[src/rtl/ivt_pkg.sv]
package ivt_pkg;
  localparam int unsigned DW = 32;

  localparam logic [1:0] SEL_RELOAD = 2'd0;
  localparam logic [1:0] SEL_CTRL   = 2'd1;
  localparam logic [1:0] SEL_STAT   = 2'd2;

  // control bit positions
  localparam int unsigned BIT_PIT_IE = 26;
  localparam int unsigned BIT_FIT_IE = 23;
  localparam int unsigned BIT_AR     = 22;
  // status bit positions
  localparam int unsigned BIT_PIT_CLR_IRQ = 31;
  localparam int unsigned BIT_PIT_EV      = 27;
  localparam int unsigned BIT_FIT_EV      = 26;

  localparam int unsigned CTRL_LSB = 22;
  localparam int unsigned STAT_LSB = 26;
  localparam logic [DW-1:0] CTRL_MASK = {{(DW-CTRL_LSB){1'b1}}, {CTRL_LSB{1'b0}}};
  localparam logic [DW-1:0] STAT_MASK = {{(DW-STAT_LSB){1'b1}}, {STAT_LSB{1'b0}}};
endpackage

[src/rtl/ivt_ctrl_reg.sv]
module ivt_ctrl_reg
  import ivt_pkg::*;
(
  input  logic          clk_i,
  input  logic          rst_ni,
  input  logic          wr_i,
  input  logic [DW-1:0] wr_data_i,
  output logic [DW-1:0] ctrl_o,
  output logic [DW-1:0] ctrl_nxt_o
);
  logic [DW-1:0] ctrl_q;

  assign ctrl_nxt_o = wr_i ? (wr_data_i & CTRL_MASK) : ctrl_q;
  assign ctrl_o     = ctrl_q;

  always_ff @(posedge clk_i or negedge rst_ni) begin
    if (!rst_ni) ctrl_q <= '0;
    else         ctrl_q <= ctrl_nxt_o;
  end


  ctrl_store_chk: assert property (@(posedge clk_i) disable iff (!rst_ni)
    wr_i |=> ctrl_o == ($past(wr_data_i) & CTRL_MASK));

  ctrl_hold_chk: assert property (@(posedge clk_i) disable iff (!rst_ni)
    !wr_i |=> $stable(ctrl_o));
endmodule

[src/rtl/ivt_countdown.sv]
module ivt_countdown
  import ivt_pkg::*;
(
  input  logic          clk_i,
  input  logic          rst_ni,
  input  logic          tick_i,
  input  logic          reload_wr_i,
  input  logic          ctrl_wr_i,
  input  logic [DW-1:0] wr_data_i,
  input  logic          ie_nxt_i,
  input  logic          ar_nxt_i,
  output logic [DW-1:0] count_o,
  output logic          expire_o
);
  logic [DW-1:0] reload_q, count_q;
  logic          running_q;
  logic          any_wr, reload_ok, at_one;

  assign any_wr    = reload_wr_i | ctrl_wr_i;
  assign reload_ok = reload_q > DW'(1);
  assign at_one    = count_q == DW'(1);
  assign expire_o  = running_q & tick_i & at_one & ~any_wr;
  assign count_o   = count_q;

  always_ff @(posedge clk_i or negedge rst_ni) begin
    if (!rst_ni) begin
      reload_q  <= '0;
      count_q   <= '0;
      running_q <= 1'b0;
    end else if (reload_wr_i) begin
      // auto-reload is not part of this decision
      reload_q  <= wr_data_i;
      count_q   <= wr_data_i;
      running_q <= (wr_data_i > DW'(1)) & ie_nxt_i;
    end else if (ctrl_wr_i) begin
      if (!(reload_ok && ie_nxt_i && ar_nxt_i)) begin
        running_q <= 1'b0;
      end else if (!running_q) begin
        running_q <= 1'b1;
        count_q   <= reload_q;
      end
    end else if (running_q && tick_i) begin
      if (at_one) begin
        if (ar_nxt_i && reload_ok) begin
          count_q <= reload_q;   // period restarts on the expiry tick itself
        end else begin
          count_q   <= '0;
          running_q <= 1'b0;
        end
      end else begin
        count_q <= count_q - DW'(1);
      end
    end
  end


  run_needs_reload_chk: assert property (@(posedge clk_i) disable iff (!rst_ni)
    running_q |-> (reload_q > DW'(1)));

  stopped_hold_chk: assert property (@(posedge clk_i) disable iff (!rst_ni)
    (!running_q && !any_wr) |=> $stable(count_o));

  auto_reload_chk: assert property (@(posedge clk_i) disable iff (!rst_ni)
    (expire_o && ar_nxt_i) |=> count_o == $past(reload_q));

  decrement_chk: assert property (@(posedge clk_i) disable iff (!rst_ni)
    (running_q && tick_i && !any_wr && !at_one) |=> count_o == $past(count_q) - DW'(1));
endmodule

[src/rtl/ivt_status_reg.sv]
module ivt_status_reg
  import ivt_pkg::*;
(
  input  logic          clk_i,
  input  logic          rst_ni,
  input  logic          wr_i,
  input  logic [DW-1:0] wr_data_i,
  input  logic          pit_set_i,
  input  logic          fit_set_i,
  input  logic          pit_ie_i,
  input  logic          fit_ie_i,
  output logic [DW-1:0] status_o,
  output logic          pit_irq_o,
  output logic          fit_irq_o
);
  logic [DW-1:0] status_q, clr_v, set_v;
  logic          pit_irq_q, fit_irq_q;

  always_comb begin
    clr_v = wr_i ? (wr_data_i & STAT_MASK) : '0;
    set_v = '0;
    set_v[BIT_PIT_EV] = pit_set_i;
    set_v[BIT_FIT_EV] = fit_set_i;
  end

  always_ff @(posedge clk_i or negedge rst_ni) begin
    if (!rst_ni) begin
      status_q  <= '0;
      pit_irq_q <= 1'b0;
      fit_irq_q <= 1'b0;
    end else begin
      status_q <= (status_q & ~clr_v) | set_v;   // set wins over clear
      if (pit_set_i && pit_ie_i)       pit_irq_q <= 1'b1;
      else if (clr_v[BIT_PIT_CLR_IRQ]) pit_irq_q <= 1'b0;
      if (fit_set_i && fit_ie_i)       fit_irq_q <= 1'b1;
      else if (clr_v[BIT_FIT_EV])      fit_irq_q <= 1'b0;
    end
  end

  assign status_o  = status_q;
  assign pit_irq_o = pit_irq_q;
  assign fit_irq_o = fit_irq_q;


  pit_flag_chk: assert property (@(posedge clk_i) disable iff (!rst_ni)
    pit_set_i |=> status_o[BIT_PIT_EV]);

  pit_irq_rise_chk: assert property (@(posedge clk_i) disable iff (!rst_ni)
    (pit_set_i && pit_ie_i) |=> pit_irq_o);

  w1c_chk: assert property (@(posedge clk_i) disable iff (!rst_ni)
    (wr_i && !pit_set_i && !fit_set_i) |=> (status_o & ($past(wr_data_i) & STAT_MASK)) == '0);

  pit_irq_drop_chk: assert property (@(posedge clk_i) disable iff (!rst_ni)
    (wr_i && wr_data_i[BIT_PIT_CLR_IRQ] && !(pit_set_i && pit_ie_i)) |=> !pit_irq_o);

  fit_irq_rise_chk: assert property (@(posedge clk_i) disable iff (!rst_ni)
    (fit_set_i && fit_ie_i) |=> fit_irq_o);
endmodule

[src/rtl/ivt_timer.sv]
module ivt_timer
  import ivt_pkg::*;
#(
  parameter int unsigned DATA_W = DW,
  parameter int unsigned SEL_W  = 2
) (
  input  logic              clk_i,
  input  logic              rst_ni,
  input  logic              tick_i,
  input  logic              fixed_tick_i,
  input  logic              wr_en_i,
  input  logic [SEL_W-1:0]  wr_sel_i,
  input  logic [DATA_W-1:0] wr_data_i,
  input  logic [SEL_W-1:0]  rd_sel_i,
  output logic [DATA_W-1:0] rd_data_o,
  output logic              pit_irq_o,
  output logic              fit_irq_o
);
  logic          reload_wr, ctrl_wr, stat_wr, expire;
  logic [DW-1:0] ctrl_q, ctrl_nxt, count, status;

  assign reload_wr = wr_en_i && (wr_sel_i == SEL_RELOAD);
  assign ctrl_wr   = wr_en_i && (wr_sel_i == SEL_CTRL);
  assign stat_wr   = wr_en_i && (wr_sel_i == SEL_STAT);

  ivt_ctrl_reg u_ctrl (
    .clk_i, .rst_ni,
    .wr_i       (ctrl_wr),
    .wr_data_i  (wr_data_i),
    .ctrl_o     (ctrl_q),
    .ctrl_nxt_o (ctrl_nxt)
  );

  ivt_countdown u_cnt (
    .clk_i, .rst_ni,
    .tick_i      (tick_i),
    .reload_wr_i (reload_wr),
    .ctrl_wr_i   (ctrl_wr),
    .wr_data_i   (wr_data_i),
    .ie_nxt_i    (ctrl_nxt[BIT_PIT_IE]),
    .ar_nxt_i    (ctrl_nxt[BIT_AR]),
    .count_o     (count),
    .expire_o    (expire)
  );

  ivt_status_reg u_stat (
    .clk_i, .rst_ni,
    .wr_i      (stat_wr),
    .wr_data_i (wr_data_i),
    .pit_set_i (expire),
    .fit_set_i (fixed_tick_i),
    .pit_ie_i  (ctrl_q[BIT_PIT_IE]),
    .fit_ie_i  (ctrl_q[BIT_FIT_IE]),
    .status_o  (status),
    .pit_irq_o (pit_irq_o),
    .fit_irq_o (fit_irq_o)
  );

  always_comb begin
    case (rd_sel_i)
      SEL_RELOAD: rd_data_o = count;
      SEL_CTRL:   rd_data_o = ctrl_q;
      SEL_STAT:   rd_data_o = status;
      default:    rd_data_o = '0;
    endcase
  end


  reset_quiet_chk: assert property (@(posedge clk_i) disable iff (!rst_ni)
    $rose(pit_irq_o) |-> $past(expire));
endmodule

[config.mk]
export PLATFORM = sky130hd
export DESIGN_NAME = ivt_timer
export DESIGN_NICKNAME = d
export VERILOG_FILES = /design/src/rtl/ivt_pkg.sv /design/src/rtl/ivt_ctrl_reg.sv /design/src/rtl/ivt_countdown.sv /design/src/rtl/ivt_status_reg.sv /design/src/rtl/ivt_timer.sv
export SDC_FILE = /design/constraint.sdc
export NUM_CORES = 1
export LEC_CHECK = 0
export BUFFER_PORTS_ARGS = -buffer_cell sky130_fd_sc_hd__buf_2
export CORE_UTILIZATION = 57
export DETAILED_ROUTE_END_ITERATION = 16
export PLACE_DENSITY = 0.81
export SLEW_MARGIN = 20
export SYNTH_ARGS = -nofsm -noshare
export SYNTH_HDL_FRONTEND = slang
export SYNTH_SLANG_ARGS = --single-unit
[constraint.sdc]
create_clock -name clk_i -period 3.1 [get_ports clk_i]
set_input_delay 0.775 -clock clk_i [delete_from_list [all_inputs] [get_ports clk_i]]
set_output_delay 0.775 -clock clk_i [all_outputs]
set_load 0.02 [all_outputs]
==> impl_metrics.json <==
{
  "nets": 654,
  "skew_ns": 0.0148,
  "drv_cap": 0,
  "rows": 32,
  "drt_iter0_drc": 670,
  "max_slew_margin": 0.443,
  "arrival_ns": 2.06,
  "synth_cell_types": 53,
  "regArea_mm2": 0.00208,
  "cts_hold_buffers": 0,
  "synthArstFlopShare": 1.00,
  "synth_ff_type": "dfrtp_1",
  "rsz0062_at_grt": "false",
  "end_kind": "output port",
  "die_area_mm2": 0.00858,
  "p_seq_frac": 0.450,
  "initial_core_util": 0.596,
  "ff2ff_setup_slack_ns": 0.30,
  "pre_cts_ws_ns": 0.244,
  "outcome": "finished clean",
  "reg2reg_from": "u_cnt.count_o[18]$_DFFE_PN0P_",
  "postCtsSetupRepairBufs": 0,
  "ir_worst_vdd_mv": 0.436,
  "grt_pass1_wl_mm": 23.0,
  "power.density_mw_per_mm2": 694,
  "synthDominantCellAreaShare": 0.444,
  "finalSetupTns_ns": 0,
  "yosys_warnings": 0,
  "setup_viol": 0,
  "cts_sinks": 83,
  "cts.repair.resized": 0,
  "crit_type": "primary input to output port",
  "path_max_fanout": 18,
  "drt_wl_total_mm": 14.4,
  "worstSkewPairLatency_ns": 0.37,
  "drtAntennaViolNets": 0,
  "vias": 4740,
  "core-area_mm2": 0.00785,
  "rr_endpoint": "u_cnt.count_o[20]$_DFFE_PN0P_",
  "io_buffers": 74,
  "syn_avg_cell_area_um2": 8.60,
  "setup_slack_ns": 0.269,
  "firstDrtPassIters": 9,
  "r2r_cells": 7,
  "cts_buffer_depth": 2,
  "clkTransAtPathRegs_ns": 0.08,
  "yosysSeqAreaShare": 0.444,
  "grtUsageTotal": 0.354,
  "clkPwrFrac": 0.254,
  "syn_area_mm2": 0.00468,
  "slew_viol_final": 0,
  "synth-edff-count": 0,
  "dieWidth_um": 92.6,
  "numCtsBuffers": 9,
  "p_switching_mw": 1.46,
  "hold_viol": 0,
  "routedWlPerCell_um": 20.0,
  "fmax_ghz": 0.353,
  "antenna_found_initial": 1,
  "multi_input_area_mm2": 0.00246,
  "syn-num-nets": 587,
  "globalplace.congestion": 0.935,
  "cp.required_ns": 2.32,
  "comb_power_share": 0.296,
  "dp_hpwl_mm": 10.4,
  "layout_min_cycle_time_ns": 2.83,
  "ios": 75,
  "period_share": 0.913,
  "grt_overflow": 0,
  "hold_path.class": "primary input to async pin",
  "cts_root_buffer": "clkbuf_8",
  "fill_cells": 647,
  "ys_ff_latch": 83,
  "drc": 0,
  "start_kind": "primary input",
  "cts_tree": "built",
  "via_per_inst": 6.59,
  "syn_inst": 544,
  "swShare": 0.386,
  "worst_slew_pin_slew_ns": 0.832,
  "grt_pass1_vias": 4290,
  "cellLeakagePower_nw": 2.50,
  "synth.largest_area_cell": "dfrtp_1",
  "drive_gt1_frac": 0.211,
  "p_int_mw": 2.32,
  "cts.htree.levels": 3,
  "die_h_um": 92.6,
  "area_delta_synth_final_pct": 16.1,
  "grt_max_degree": 84,
  "synthTopCellsByArea": "dfrtp_1 (44%), nand2_1 (9.5%), o21ai_0 (6.3%), mux2_2 (3.4%), a21oi_1 (3.2%)"
}
## state kept, by name, indices dropped and copies added, names as in the netlist
| register | cells |
|---|---|
| u_cnt.count_o | 32 |
| u_cnt.reload_q | 32 |
| u_cnt.running_q | 1 |
| u_ctrl.ctrl_o | 10 |
| u_stat.fit_irq_o | 1 |
| u_stat.pit_irq_o | 1 |
| u_stat.status_o | 6 |
## final cells by class
cell class,instances,share of cell area
multi-input combinational,422,0.452
sequential,83,0.382
timing repair buffer,91,0.0951
clock buffer,10,0.0235
tap,102,0.0235
clock inverter,6,0.0205
inverter,4,0.00276
antenna,1,0.000461
## worst max-delay path by stage
stage,start,endpoint,slack [ns],cells after the start
5_1_grt,rd_sel_i[0],rd_data_o[19],0.11,4
4_1_cts,rd_sel_i[0],rd_data_o[7],0.24,4
3_5_place_dp,rd_sel_i[0],rd_data_o[2],0.24,4
3_3_place_gp,rd_sel_i[0],rd_data_o[11],0.38,4
6_report,rd_sel_i[0],rd_data_o[2],0.27,4
2_1_floorplan,rd_sel_i[1],rd_data_o[26],0.35,4
## metal layers
metal  wire length (um)  part of all wire  GRT usage  vias to the layer above
met2               6160              0.43      0.493                      352
li1                   -                 -          -                     2112
met3               1860              0.13      0.103                       28
met5                  0                 0          0                        -
met1               6120              0.43      0.542                     2248
met4                226             0.016     0.0768                        0
## worst max-delay path, cell delays in order
cell	delay, ns
buf_2	0.20
nor2_1	0.68
and2_1	0.23
buf_2	0.16
## synth_stat cells (3+ instances only)
cell	count
a21oi_1	30
o22a_1	4
a221oi_1	8
nor3_1	17
a22o_1	3
a222oi_1	9
nor4_1	17
dfrtp_1	83
buf_2	9
clkbuf_1	22
mux2_2	14
inv_1	4
nand2_1	119
nand2b_1	4
a21o_1	3
a31oi_1	10
or3_1	5
nand4_1	4
a32o_1	4
o21ai_0	59
and4_1	5
nor4_2	3
and2_1	21
and3_1	7
a21boi_0	3
mux2i_1	11
nor3b_1	3
nor2_1	30
## power by group through the flow
stage                     Combinational (mW)  Sequential (mW)  Clock [mW]
after floorplan                        0.742             1.57           0
after detailed placement                1.08             1.70           0
final                                   1.12             1.70       0.957
after global placement                  1.04             1.68           0
after CTS                               1.09             1.68       0.957
after global routing                    1.22             1.73        1.01
## placed cells by master (no fill, tap or decap), types with 3 or more instances in the layout
cell type,Yosys,final
nor4_2,3,3
nand4_1,4,4
nor3_1,17,17
a21o_1,3,3
o21ai_0,59,59
a32o_1,4,4
bufinv_16,0,3
a31oi_1,10,10
nor2_1,30,29
nor3b_1,3,3
a21oi_1,30,30
and3_1,7,7
clkbuf_8,0,9
nor4_1,17,17
buf_2,9,73
and2_1,21,21
a221oi_1,8,8
a222oi_1,9,9
inv_1,4,4
dfrtp_1,83,83
mux2i_1,11,11
mux2_2,14,14
nand2_1,119,119
or3_1,5,5
a21boi_0,3,3
nand2b_1,4,4
o22a_1,4,4
and4_1,5,5
buf_4,2,16
a22o_1,3,3
## cells by family (layout without fill, tap and decap cells)
| family | count (synthesis) | in the layout | share of synthesized area |
|---|---|---|---|
| multiplexers | 25 | 25 | 0.0572 |
| flip-flops | 83 | 83 | 0.444 |
| other | 0 | 1 | 0 |
| AND/OR/NAND/NOR | 246 | 246 | 0.256 |
| adder cells (fa/ha/maj) | 2 | 2 | 0.00535 |
| buffers and inverters | 39 | 111 | 0.0353 |
| AO/OA/AOI/OAI | 148 | 148 | 0.201 |
| XOR/XNOR | 1 | 1 | 0.00187 |
## per-stage QoR
step                      utilization  std cells  cell area, um^2  power, mW  hold slack (ns)
final                           0.692        719             5430       3.77            0.452
after global routing            0.692        718             5430       3.96            0.510
after CTS                       0.692        718             5430       3.72            0.503
after detailed placement        0.661        702             5190       2.78            0.483
after global placement          0.661        702             5190       2.72            0.473
after floorplan                     -        544             4680       2.31            0.446
(Power assumes the default switching activity.)
